<file path="config.mk">
export PLATFORM = sky130hd
export DESIGN_NAME = seg_dac_decoder
export DESIGN_NICKNAME = d
export VERILOG_FILES = /design/src/rtl/seg_dac_pkg.sv /design/src/rtl/seg_dac_input_reg.sv /design/src/rtl/seg_dac_therm.sv /design/src/rtl/seg_dac_wake.sv /design/src/rtl/seg_dac_decoder.sv
export SDC_FILE = /design/constraint.sdc
export NUM_CORES = 1
export LEC_CHECK = 0
export BUFFER_PORTS_ARGS = -buffer_cell sky130_fd_sc_hd__buf_4
export CAP_MARGIN = 20
export CORE_MARGIN = 3
export CORE_UTILIZATION = 25
export CTS_BUF_LIST = sky130_fd_sc_hd__clkbuf_8
export DETAILED_ROUTE_END_ITERATION = 8
export GPL_TIMING_DRIVEN = 0
export PLACE_DENSITY_LB_ADDON = 0.1
export SKIP_CTS_REPAIR_TIMING = 1
export SKIP_LAST_GASP = 1
export SLEW_MARGIN = 20
export SYNTH_ARGS = -nofsm -noshare
export SYNTH_HDL_FRONTEND = slang
export SYNTH_SLANG_ARGS = --single-unit
</file>
<file path="constraint.sdc">
create_clock -name clk -period 3 [get_ports clk]
set_clock_uncertainty 0.1 [all_clocks]
set_input_delay 0 -clock clk [delete_from_list [all_inputs] [get_ports clk]]
set_output_delay 0 -clock clk [all_outputs]
set_load 0.05 [all_outputs]
</file>
<file path="src/rtl/seg_dac_pkg.sv">
package seg_dac_pkg;
  typedef enum logic {
    CODING_BINARY = 1'b0,
    CODING_TWOS   = 1'b1
  } coding_e;
endpackage

</file>
<file path="src/rtl/seg_dac_input_reg.sv">
module seg_dac_input_reg
  import seg_dac_pkg::*;
#(
  parameter int DATA_W = 8
) (
  input  logic              clk,
  input  logic              rst,
  input  logic              load,
  input  logic              fmt_twos,
  input  logic [DATA_W-1:0] data_in,
  output logic [DATA_W-1:0] code_q
);
  localparam logic [DATA_W-1:0] MID_CODE = {1'b1, {(DATA_W-1){1'b0}}};

  coding_e             coding;
  logic [DATA_W-1:0]   offset_code;

  assign coding = coding_e'(fmt_twos);

  always_comb begin
    if (coding == CODING_TWOS) offset_code = data_in ^ MID_CODE;
    else                       offset_code = data_in;
  end

  always_ff @(posedge clk) begin
    if (rst)       code_q <= MID_CODE;
    else if (load) code_q <= offset_code;
  end
endmodule

</file>
<file path="src/rtl/seg_dac_therm.sv">
module seg_dac_therm #(
  parameter int IN_W = 5
) (
  input  logic [IN_W-1:0]        bin_in,
  output logic [(2**IN_W)-2:0]   therm_out
);
  localparam int N_OUT = (2**IN_W) - 1;

  for (genvar i = 0; i < N_OUT; i++) begin : g_seg
    assign therm_out[i] = (bin_in > IN_W'(i));
  end
endmodule

</file>
<file path="src/rtl/seg_dac_wake.sv">
module seg_dac_wake #(
  parameter int WAKE_CYCLES = 1000
) (
  input  logic clk,
  input  logic rst,
  input  logic sleep,
  output logic settled
);
  localparam int CNT_W = $clog2(WAKE_CYCLES + 1);
  localparam logic [CNT_W-1:0] LIMIT = CNT_W'(WAKE_CYCLES);

  logic [CNT_W-1:0] cnt_q;

  always_ff @(posedge clk) begin
    if (rst || sleep)      cnt_q <= '0;
    else if (cnt_q != LIMIT) cnt_q <= cnt_q + CNT_W'(1);
  end

  assign settled = (cnt_q == LIMIT) && !sleep;
endmodule

</file>
<file path="src/rtl/seg_dac_decoder.sv">
module seg_dac_decoder #(
  parameter int DATA_W      = 8,
  parameter int FINE_W      = 3,
  parameter int WAKE_CYCLES = 1000
) (
  input  logic                                clk,
  input  logic                                rst,
  input  logic                                in_valid,
  output logic                                in_ready,
  input  logic [DATA_W-1:0]                   in_data,
  input  logic                                fmt_twos,
  input  logic                                sleep,
  output logic                                out_valid,
  output logic [(2**(DATA_W-FINE_W))-2:0]     sw_msb_a,
  output logic [(2**(DATA_W-FINE_W))-2:0]     sw_msb_b,
  output logic [(2**FINE_W)-2:0]              sw_lsb_a,
  output logic [(2**FINE_W)-2:0]              sw_lsb_b
);
  localparam int COARSE_W = DATA_W - FINE_W;
  localparam int N_COARSE = (2**COARSE_W) - 1;
  localparam int N_FINE   = (2**FINE_W) - 1;

  logic [DATA_W-1:0]   code_q;
  logic [N_COARSE-1:0] coarse_therm;
  logic [N_FINE-1:0]   fine_therm;
  logic                awake;

  assign awake    = !sleep;
  assign in_ready = awake;

  seg_dac_input_reg #(.DATA_W(DATA_W)) u_inreg (
    .clk      (clk),
    .rst      (rst),
    .load     (in_valid && in_ready),
    .fmt_twos (fmt_twos),
    .data_in  (in_data),
    .code_q   (code_q)
  );

  seg_dac_therm #(.IN_W(COARSE_W)) u_coarse (
    .bin_in    (code_q[DATA_W-1:FINE_W]),
    .therm_out (coarse_therm)
  );

  seg_dac_therm #(.IN_W(FINE_W)) u_fine (
    .bin_in    (code_q[FINE_W-1:0]),
    .therm_out (fine_therm)
  );

  seg_dac_wake #(.WAKE_CYCLES(WAKE_CYCLES)) u_wake (
    .clk     (clk),
    .rst     (rst),
    .sleep   (sleep),
    .settled (out_valid)
  );

  assign sw_msb_a = coarse_therm  & {N_COARSE{awake}};
  assign sw_msb_b = ~coarse_therm & {N_COARSE{awake}};
  assign sw_lsb_a = fine_therm    & {N_FINE{awake}};
  assign sw_lsb_b = ~fine_therm   & {N_FINE{awake}};
endmodule

</file>
## Yosys cells after proc, flatten, opt, wreduce, memory -nomap -nowiden

Index checks and enable logic that the tools add are counted.

- Input bits: 13
- Output and inout bits: 78
- Flip-flop bits (word level): 18
- Word-level logic and storage cells: 55

- Reductions and logical operators: 4
- Bitwise operators: 7
- Add/subtract/negate cells: 1
- Equality and inequality tests: 2
- Multiplexer cells: 1
- Order comparisons: 38

Operators by type and width:

| cell | number |
|---|---|
| $gt 5x5->1 const B | 15 |
| $and 31x31->31 | 2 |
| $gt 5x4->1 const B | 8 |
| $not 31->31 | 1 |
| $gt 5x3->1 const B | 4 |
| $and 7x7->7 | 2 |
| $add 10x1->10 const B | 1 |
| $eq 10x10->1 const B | 1 |
| $gt 5x1->1 const B | 2 |
| $gt 5x2->1 const B | 2 |
| $ne 10x10->1 const B | 1 |
| $gt 3x3->1 const B | 3 |
| $mux 8 | 1 |
| $not 7->7 | 1 |
| $gt 3x1->1 const B | 2 |
| $gt 3x2->1 const B | 2 |
| $logic_and 1x1->1 | 2 |
| $logic_not 1->1 | 1 |
| $logic_or 1x1->1 | 1 |
| $not 1->1 | 1 |

## Logic depth before layout (Yosys ltp)

Gate-level depths: netlist of the first run.

- Word-level depth: 3
- Depth in mapped cells: 5
- Depth with buffers taken out: 5

## Hierarchy

Synthesis of the first run repeated with hierarchy kept, for this count alone.

- Cell total of the unflattened synthesis: 236
- Area, all modules: 1,599.0 sq um

Modules (own cells, without submodules):

| module | area an instance (sq um) | sequential area each (sq um) | times used | cells an instance |
|---|---|---|---|---|
| seg_dac_wake | 509.2 | 200.2 | 1 | 58 |
| seg_dac_decoder | 437.9 | 0.0 | 1 | 86 |
| seg_dac_therm at u_coarse | 305.3 | 0.0 | 1 | 57 |
| seg_dac_input_reg | 299.0 | 160.2 | 1 | 28 |
| seg_dac_therm at u_fine | 47.5 | 0.0 | 1 | 7 |

## Worst setup path before layout of the first run

Ideal clock, no wire load.

- Kind: register to output
- Start: register u_inreg.code_q[6]
- End: output port sw_msb_a[8]
- Path slack: 411 ps
- Arrival time: 2,489 ps
- Cell stages (with the launch flop): 5
- Path buffers: 1
- Data required time: 2,900 ps
- Cell sequence: dfxtp_1 buf_2 nor2_2 nor2_1 a21boi_0

- Longest elaborated chain between the ends: 2

RTL lines:

| element | RTL line | RTL |
|---|---|---|
| from (decl) | seg_dac_input_reg.sv:11 | `output logic [DATA_W-1:0] code_q` |
| from (signal assigned) | seg_dac_input_reg.sv:27 | `else if (load) code_q <= offset_code;` |
| $gt 5x4->1 | seg_dac_therm.sv:10 | `assign therm_out[i] = (bin_in > IN_W'(i));` |
| $and 31x31->31 | seg_dac_decoder.sv:57 | `assign sw_msb_a = coarse_therm & {N_COARSE{awake}};` |
| to (decl) | seg_dac_decoder.sv:14 | `output logic [(2**(DATA_W-FINE_W))-2:0] sw_msb_a,` |

No other way between the ends.

## Worst setup path after layout of the first run

- Start: register u_inreg.code_q[5]
- End: output port sw_msb_b[20]

- Longest elaborated chain between the ends: 3

RTL lines:

| element | RTL line | RTL |
|---|---|---|
| $gt 5x5->1 | seg_dac_therm.sv:10 |  |
| $not 31->31 | seg_dac_decoder.sv:58 | `assign sw_msb_b = ~coarse_therm & {N_COARSE{awake}};` |
| $and 31x31->31 | seg_dac_decoder.sv:58 |  |
| to (decl) | seg_dac_decoder.sv:15 | `output logic [(2**(DATA_W-FINE_W))-2:0] sw_msb_b,` |

No other way between the ends.

==> flow_metrics.env, run 1 <==
export IMPL_pin_count=91
export IMPL_critPathKind="reg -> out"
export IMPL_htreeDepth=1
export IMPL_avgRoutedWirePerCell_um=13.8
export IMPL_drv_cap=0
export IMPL_grt_first_pass_wirelength_mm=8.65
export IMPL_timing_slew_headroom_pct=64.1
export IMPL_vias=1971
export IMPL_fin_area_sq_um=2320
export IMPL_status="finished, final reports clean"
export IMPL_p_leak_nw=1.10
export IMPL_die_area_sq_um=6750
export IMPL_fin_setup_tns_ps=0
export IMPL_period_share_pct=63.0
export IMPL_pwr_share_seq_pct=29.5
export IMPL_yosys_warnings=0
export IMPL_clk_pin_slew_worst_paths_ps=70
export IMPL_die_h_um=82.2
export IMPL_synth_edf_count=0
export IMPL_fin_nets=346
export IMPL_synthFlopType="dfxtp_1"
export IMPL_final_min_clock_period_ps=1890
export IMPL_cts_buffer_depth=2
export IMPL_antenna_found_initial=0
export IMPL_final_max_slew_viol_count=0
export IMPL_syn_cell_area_sq_um=1450
export IMPL_routabilityCongestion=0.780
export IMPL_cp_max_fo=10
export IMPL_comb_power_share_pct=51.2
export IMPL_port_buffer_count=89
export IMPL_drc=0
export IMPL_synth_cells=230
export IMPL_cp_required_ps=2900
export IMPL_cts_sinks=18
export IMPL_ctsRootBufferMaster="clkbuf_8"
export IMPL_cts_buffers=3
export IMPL_routed_via_density=4.92
export IMPL_ys_ff_latch=18
export IMPL_drt_first_iter_violations=108
export IMPL_min_path_type="in -> reg"
export IMPL_grtUsageTotal_pct=16.2
export IMPL_grt_pass1_vias=1742
export IMPL_start_util_pct=26.0
export IMPL_area_growth_pct=60.0
export IMPL_total_power_mw=0.851
export IMPL_place_hpwl_mm=4.21
export IMPL_rsz0062_at_grt="false"
export IMPL_synth_seq_area_share_pct=24.8
export IMPL_routed_wl_mm=5.54
export IMPL_powerDensity_nw_per_um2=367
export IMPL_grt_max_degree=11
export IMPL_intPower_mw=0.457
export IMPL_diodes=0
export IMPL_swShare_pct=46.3
export IMPL_peakVddDrop_mv=0.220
export IMPL_clock_latency_ps=250
export IMPL_dieWidth_um=82.2
export IMPL_grt_overflow_total=0
export IMPL_avgSynthCellArea_sq_um=6.30
export IMPL_syn_num_nets=245
export IMPL_hold_viol=0
export IMPL_fin_cells=401
export IMPL_worst_slew_pin_slew_ps=538
export IMPL_row_count=27
export IMPL_synth_cell_types=39
export IMPL_placed_cell_area_sq_um=2210
export IMPL_power_switching_mw=0.394
export IMPL_postRouteAntennaNets=0
export IMPL_crit_path_end_kind="output pin"
export IMPL_tritoncts="yes"
export IMPL_final_setup_viol_count=0
export IMPL_fmax_mhz=530
export IMPL_firstDrtPassIters=5
export IMPL_cp_arrival_ps=1790
export IMPL_layout_drive_gt1_share_pct=31.6
export IMPL_finish_utilization_pct=41.6
export IMPL_synthArstFlopShare_pct=0
export IMPL_start_kind="register"
export IMPL_core_sq_um=5570
export IMPL_place_inst=391
export IMPL_p_clk_share_pct=19.3
sequential cells by signal (all words and copies together) (netlist names):
signal,count
u_wake.cnt_q,10
u_inreg.code_q,8
routing by layer:
metal / global-route usage (%) / wire [um] / up-vias
li1: - / - / 989
met1: 22.2 / 2510 / 901
met2: 26.7 / 2560 / 77
met3: 3.47 / 427 / 4
met4: 2.16 / 46 / 0
met5: 0 / 0 / -
path summary, 6_finish.rpt:
check | startpoint | end | slack, ps | cells after the start
worst min register to register | u_wake.cnt_q[9] | u_wake.cnt_q[9] | 410 | 2
worst max register to register | u_wake.cnt_q[0] | u_wake.cnt_q[2] | 1450 | 5
worst min-delay path | in_data[7] | u_inreg.code_q[7] | 5 | 4
worst max-delay path | u_inreg.code_q[5] | sw_msb_b[20] | 1110 | 5
layout make-up:
type / instances / area, sq um
clock buffers: 3 / 41.3
multi-input cells: 179 / 952
plain buffers: 21 / 92.6
repair buffers: 96 / 738
inverters: 12 / 45.0
well taps: 72 / 90.1
flip-flops and latches: 18 / 360
fillers: 596 / 3250
power by group through the flow:
stage	clock network [mW]	registers, mW	logic, mW
6_report	0.164	0.251	0.436
5_1_grt	0.182	0.252	0.464
4_1_cts	0.171	0.251	0.430
3_5_place_dp	0	0.257	0.429
3_3_place_gp	0	0.256	0.430
2_1_floorplan	0	0.255	0.300
through the flow:
step	worst slack (ps)	hold slack [ps]
2_1_floorplan	411	36.0
3_3_place_gp	1400	155
3_5_place_dp	1390	156
4_1_cts	1120	-114
5_1_grt	961	16.1
6_report	1110	4.66
worst max-delay path, stage by stage, from the launching register on:
cell and delay (ps):
dfxtp_1 320, clkbuf_1 300, clkbuf_1 390, a21oi_1 140, o21a_1 190, buf_4 190
cells in the mapped netlist, types with 4 or more instances:
master    number  area share, %
and3_1         5            2.2
dfxtp_1       18             25
a31oi_1        9            3.9
inv_1         11            2.8
and2_1         4            1.7
a21oi_1       43             15
clkbuf_1      15            3.9
or2_2          4            1.7
nor3_1         4            1.4
o21ai_0        4            1.4
nor2_1        39             10
nand2_1       25            6.5
nand3_1        7            2.4
logic make-up after synthesis:
family / synth area share (%)
AOI/OAI and AO/OA: 25.5
xor gates and xnor gates: 1.81
adders and majority gates: 1.73
buffers and inverters: 9.49
DFF: 24.8
and+or+nand+nor: 36.6
layout by cell type (no fill, tap or decap), types with 2 or more instances in the layout:
| cell type | n |
|---|---|
| nand3_1 | 7 |
| or2_2 | 4 |
| buf_1 | 2 |
| nor2_1 | 39 |
| buf_4 | 90 |
| and3_1 | 5 |
| nor3_1 | 4 |
| dfxtp_1 | 18 |
| xor2_1 | 2 |
| clkbuf_1 | 15 |
| dlygate4sd3_1 | 7 |
| and2_1 | 4 |
| o21ai_0 | 4 |
| inv_1 | 11 |
| clkbuf_8 | 3 |
| nor4_1 | 3 |
| nand2_1 | 25 |
| a31oi_1 | 9 |
| or4_1 | 2 |
| buf_2 | 2 |
| nand2b_1 | 3 |
| a211oi_1 | 2 |
| nor2b_1 | 3 |
| a21oi_1 | 43 |
| or3_1 | 3 |
| ha_1 | 2 |
| o31ai_1 | 3 |
(Power assumes the default switching activity.)
==> run 2, diff against run 1 <==
- clock period: 3 -> 1.9 ns (I/O delays scaled with it)
==> flow_metrics.env, run 2 (synthesis results as in run 1) <==
export IMPL_placed_cell_area_sq_um=2220
export IMPL_area_growth_pct=61.8
export IMPL_pwr_share_seq_pct=28.2
export IMPL_row_count=27
export IMPL_path_cells="or2_2 -> clkbuf_1 -> a21oi_1 -> o21a_1 -> buf_4"
export IMPL_regMostFlops="u_wake.cnt_q"
export IMPL_fmax_mhz=558
export IMPL_antenna_found_initial=0
export IMPL_grt_pass1_vias=1649
export IMPL_drv_cap=0
export IMPL_grt_first_pass_wirelength_mm=8.30
export IMPL_postRouteAntennaNets=0
export IMPL_top_regs="u_wake.cnt_q (10), u_inreg.code_q (8)"
export IMPL_r2r_start="u_wake.cnt_q[0]"
export IMPL_cp_max_fo=8
export IMPL_diodes=0
export IMPL_final_max_slew_viol_count=0
export IMPL_htreeDepth=1
export IMPL_drt_first_iter_violations=90
export IMPL_rsz0062_at_grt="true"
export IMPL_avgRoutedWirePerCell_um=13.9
export IMPL_crit_start="u_inreg.code_q[4]"
export IMPL_clk_pin_slew_worst_paths_ps=70
export IMPL_start_util_pct=26.0
export IMPL_worst_slew_pin_slew_ps=553
export IMPL_grtUsageTotal_pct=15.5
export IMPL_routabilityCongestion=0.814
export IMPL_swShare_pct=45.4
export IMPL_powerDensity_nw_per_um2=599
export IMPL_cts_buffers=3
export IMPL_firstDrtPassIters=4
export IMPL_tritoncts="yes"
export IMPL_layout_drive_gt1_share_pct=33.7
export IMPL_crit_path_end_kind="output pin"
export IMPL_min_from="in_data[7]"
export IMPL_routed_wl_mm=5.57
export IMPL_layout_commonest_cell="buf_4"
export IMPL_intPower_mw=0.767
export IMPL_vias=1900
export IMPL_critical_path_slowest_cell="dfxtp_1"
export IMPL_core_sq_um=5570
export IMPL_cts_sinks=18
export IMPL_port_buffer_count=89
export IMPL_status="finished, final reports clean"
export IMPL_final_setup_viol_count=0
export IMPL_cp_required_ps=1800
export IMPL_cp_arrival_ps=1690
export IMPL_slowest_delay_ps=360
export IMPL_min_path_type="in -> reg"
export IMPL_die_h_um=82.2
export IMPL_largest_reg_flops=10
export IMPL_ctsRootBufferMaster="clkbuf_8"
export IMPL_p_clk_share_pct=22.6
export IMPL_fin_nets=345
export IMPL_critical_path_buf_inv_count=2
export IMPL_period_share_pct=94.4
export IMPL_pin_count=91
export IMPL_drc=0
export IMPL_final_cell_mix="buf_4 (90), a21oi_1 (43), nor2_1 (39), nand2_1 (25), dfxtp_1 (18)"
export IMPL_comb_power_share_pct=49.2
export IMPL_hold_viol=0
export IMPL_critPathKind="reg -> out"
export IMPL_peakVddDrop_mv=0.275
export IMPL_timing_slew_headroom_pct=63.1
export IMPL_p_leak_nw=1.12
export IMPL_power_switching_mw=0.638
export IMPL_dieWidth_um=82.2
export IMPL_grt_max_degree=11
export IMPL_grt_overflow_total=0
export IMPL_total_power_mw=1.40
export IMPL_path_delay_family="buffers and inverters"
export IMPL_start_kind="register"
export IMPL_final_min_clock_period_ps=1790
export IMPL_cts_buffer_depth=2
export IMPL_routed_via_density=4.74
export IMPL_place_hpwl_mm=4.21
export IMPL_fin_area_sq_um=2350
export IMPL_die_area_sq_um=6750
export IMPL_clock_latency_ps=250
==> run 2: metal layers <==
metal / part of all wire (%) / track usage [%] / vias to the layer above
met1: 49 / 21.6 / 859
met5: 0 / 0 / -
met3: 5.6 / 2.82 / 2
met2: 45 / 25.8 / 51
li1: - / - / 988
met4: 0.090 / 1.16 / 0
==> run 2: worst reg2reg max path, delay by kind of cell, from the launching register on <==
family,cells,cell delay [ps]
fa+ha+maj,1,210
simple gates,1,240
compound gates,2,440
flops,1,390
buf+inv,1,80
==> run 2: area by class of cell <==
class	count	area (sq um)
Clock buffer	4	55.1
Sequential cell	18	360
Fill cell	632	3230
Tap cell	72	90.1
Buffer	20	93.8
Multi-Input combinational cell	179	963
Timing Repair Buffer	96	738
Inverter	12	45.0
==> run 2: stage by stage <==
| step | hold slack, ps | instances | TNS, ps | util [%] | setup slack (ps) |
|---|---|---|---|---|---|
| after floorplan | 36.0 | 230 | -541 | - | -340 |
| after global placement | 149 | 391 | 0 | 39.8 | 249 |
| after detailed placement | 164 | 391 | 0 | 39.8 | 234 |
| after CTS | -111 | 395 | -140 | 40.8 | -51.3 |
| after global routing | 52.1 | 401 | -34.5 | 42.1 | -21.8 |
| final | 2.51 | 401 | 0 | 42.1 | 107 |
==> run 2: path summary, 6_finish.rpt <==
path	endpoint	slack, ps	depth (start not counted)
max	sw_msb_b[20]	110	5
min	u_inreg.code_q[7]	3	4
max reg2reg	u_wake.cnt_q[2]	370	5
min reg2reg	u_wake.cnt_q[9]	400	2
==> run 2: power groups by stage <==
stage          sequential (mW)  combinational, mW  clock [mW]
6_report                 0.396              0.691       0.318
4_1_cts                  0.396              0.681       0.328
2_1_floorplan            0.402              0.475           0
3_3_place_gp             0.405              0.681           0
5_1_grt                  0.398              0.734       0.339
3_5_place_dp             0.404              0.680           0
==> run 3, diff against run 2 <==
- CTS_BUF_LIST: sky130_fd_sc_hd__clkbuf_8 -> default
- MAX_ROUTING_LAYER: default -> met4
- SETUP_SLACK_MARGIN: default -> 0.1
==> flow_metrics.env, run 3 (synthesis results as in run 1) <==
export IMPL_violations="negative hold slack"
export IMPL_grt_use_met3_pct=3.15
export IMPL_grt_pass1_vias=1701
export IMPL_powerDensity_nw_per_um2=596
export IMPL_fmax_mhz=594
export IMPL_grt_first_pass_wirelength_mm=8.70
export IMPL_fin_cells=401
export IMPL_total_power_mw=1.42
export IMPL_critPathKind="reg -> out"
export IMPL_layout_commonest_cell="buf_4"
export IMPL_critical_path_buf_inv_count=3
export IMPL_rsz0062_at_grt="true"
export IMPL_htreeDepth=1
export IMPL_die_h_um=82.2
export IMPL_grt_overflow_total=0
export IMPL_area_growth_pct=63.8
export IMPL_final_max_slew_viol_count=0
export IMPL_grt_max_degree=11
export IMPL_path_delay_family="buffers and inverters"
export IMPL_min_path_type="in -> reg"
export IMPL_grt_busiest_layer="met2"
export IMPL_use_met1_pct=23.2
export IMPL_regMostFlops="u_wake.cnt_q"
export IMPL_vias=1915
export IMPL_cp_required_ps=1800
export IMPL_cp_arrival_ps=1580
export IMPL_num_fill_cells=635
export IMPL_fin_nets=345
export IMPL_regArea_sq_um=360
export IMPL_finish_utilization_pct=42.6
export IMPL_period_share_pct=88.6
export IMPL_largest_reg_flops=10
export IMPL_antenna_found_initial=0
export IMPL_slowest_delay_ps=390
export IMPL_pin_count=91
export IMPL_tritoncts="yes"
export IMPL_core_sq_um=5570
export IMPL_final_cell_mix="buf_4 (90), a21oi_1 (43), nor2_1 (38), nand2_1 (24), dfxtp_1 (18)"
export IMPL_routabilityCongestion=0.849
export IMPL_drt_first_iter_violations=74
export IMPL_diodes=0
export IMPL_whs_ps=-3.46
export IMPL_start_util_pct=26.0
export IMPL_post_place_ws_ps=233
export IMPL_grtUsageTotal_pct=16.6
export IMPL_drv_cap=0
export IMPL_worst_slew_pin_slew_ps=580
export IMPL_die_area_sq_um=6750
export IMPL_status="finished with violations"
export IMPL_cts_buffer_depth=2
export IMPL_grt_met2_usage_pct=25.5
export IMPL_cts_buffers=3
export IMPL_cp_max_fo=10
export IMPL_clock_latency_ps=250
export IMPL_routed_via_density=4.78
export IMPL_postRouteAntennaNets=0
export IMPL_drc=0
export IMPL_path_cells="clkbuf_4 -> clkinvlp_4 -> a211oi_1 -> buf_4"
export IMPL_top_regs="u_wake.cnt_q (10), u_inreg.code_q (8)"
export IMPL_routed_wl_mm=5.52
export IMPL_hold_viol=1
export IMPL_place_hpwl_mm=4.19
export IMPL_timing_slew_headroom_pct=61.3
export IMPL_crit_path_end_kind="output pin"
export IMPL_row_count=27
export IMPL_p_leak_nw=1.13
export IMPL_ctsRootBufferMaster="clkbuf_8"
export IMPL_dieWidth_um=82.2
export IMPL_fin_ws_ps=217
export IMPL_firstDrtPassIters=4
export IMPL_critical_path_slowest_cell="dfxtp_1"
export IMPL_final_min_clock_period_ps=1680
export IMPL_peakVddDrop_mv=0.283
export IMPL_multiInputGateArea_sq_um=982
export IMPL_layout_drive_gt1_share_pct=36.2
export IMPL_clk_pin_slew_worst_paths_ps=70
export IMPL_final_setup_viol_count=0
export IMPL_cts_sinks=18
export IMPL_port_buffer_count=89
export IMPL_place_inst=391
export IMPL_avgRoutedWirePerCell_um=13.8
export IMPL_start_kind="register"
==> run 3: final cells by class <==
class / instances / area share (%)
Multi-Input combinational cell: 179 / 41.4
Timing Repair Buffer: 96 / 31.1
Sequential cell: 18 / 15.2
Buffer: 20 / 4.21
Tap cell: 72 / 3.79
Clock buffer: 4 / 2.32
Inverter: 12 / 2.05
==> run 3: worst paths after layout <==
path | cells past startpoint | slack (ps) | start | to
max | 4 | 220 | u_inreg.code_q[7] | sw_msb_a[10]
min | 4 | -3 | in_data[7] | u_inreg.code_q[7]
max reg2reg | 5 | 380 | u_wake.cnt_q[0] | u_wake.cnt_q[2]
min reg2reg | 2 | 400 | u_wake.cnt_q[9] | u_wake.cnt_q[9]
==> run 3: per-layer routing <==
metal	up-vias	share of wire [%]
li1	989	-
met1	861	48
met2	61	46
met3	4	6.1
met4	0	0.63
met5	-	0
==> run 3: worst register-to-register path, stage by stage, from the launching register on <==
cell and delay (ps):
dfxtp_1 400, inv_1 80, ha_1 210, and4b_2 240
a311o_1 310, a21oi_1 130
==> run 3: metrics by stage <==
stage          TNS, ps  hold slack, ps  cell area (sq um)
6_report             0           -3.46               2370
5_1_grt              0            35.6               2370
4_1_cts           -105            -113               2270
3_5_place_dp         0             163               2220
3_3_place_gp         0             149               2220
2_1_floorplan     -541            36.0               1460
==> run 3: report_power, final <==
part           internal, mW  total (mW)  switching (mW)
combinational         0.200       0.698           0.498
sequential            0.387       0.396         0.00893
clock                 0.184       0.321           0.137
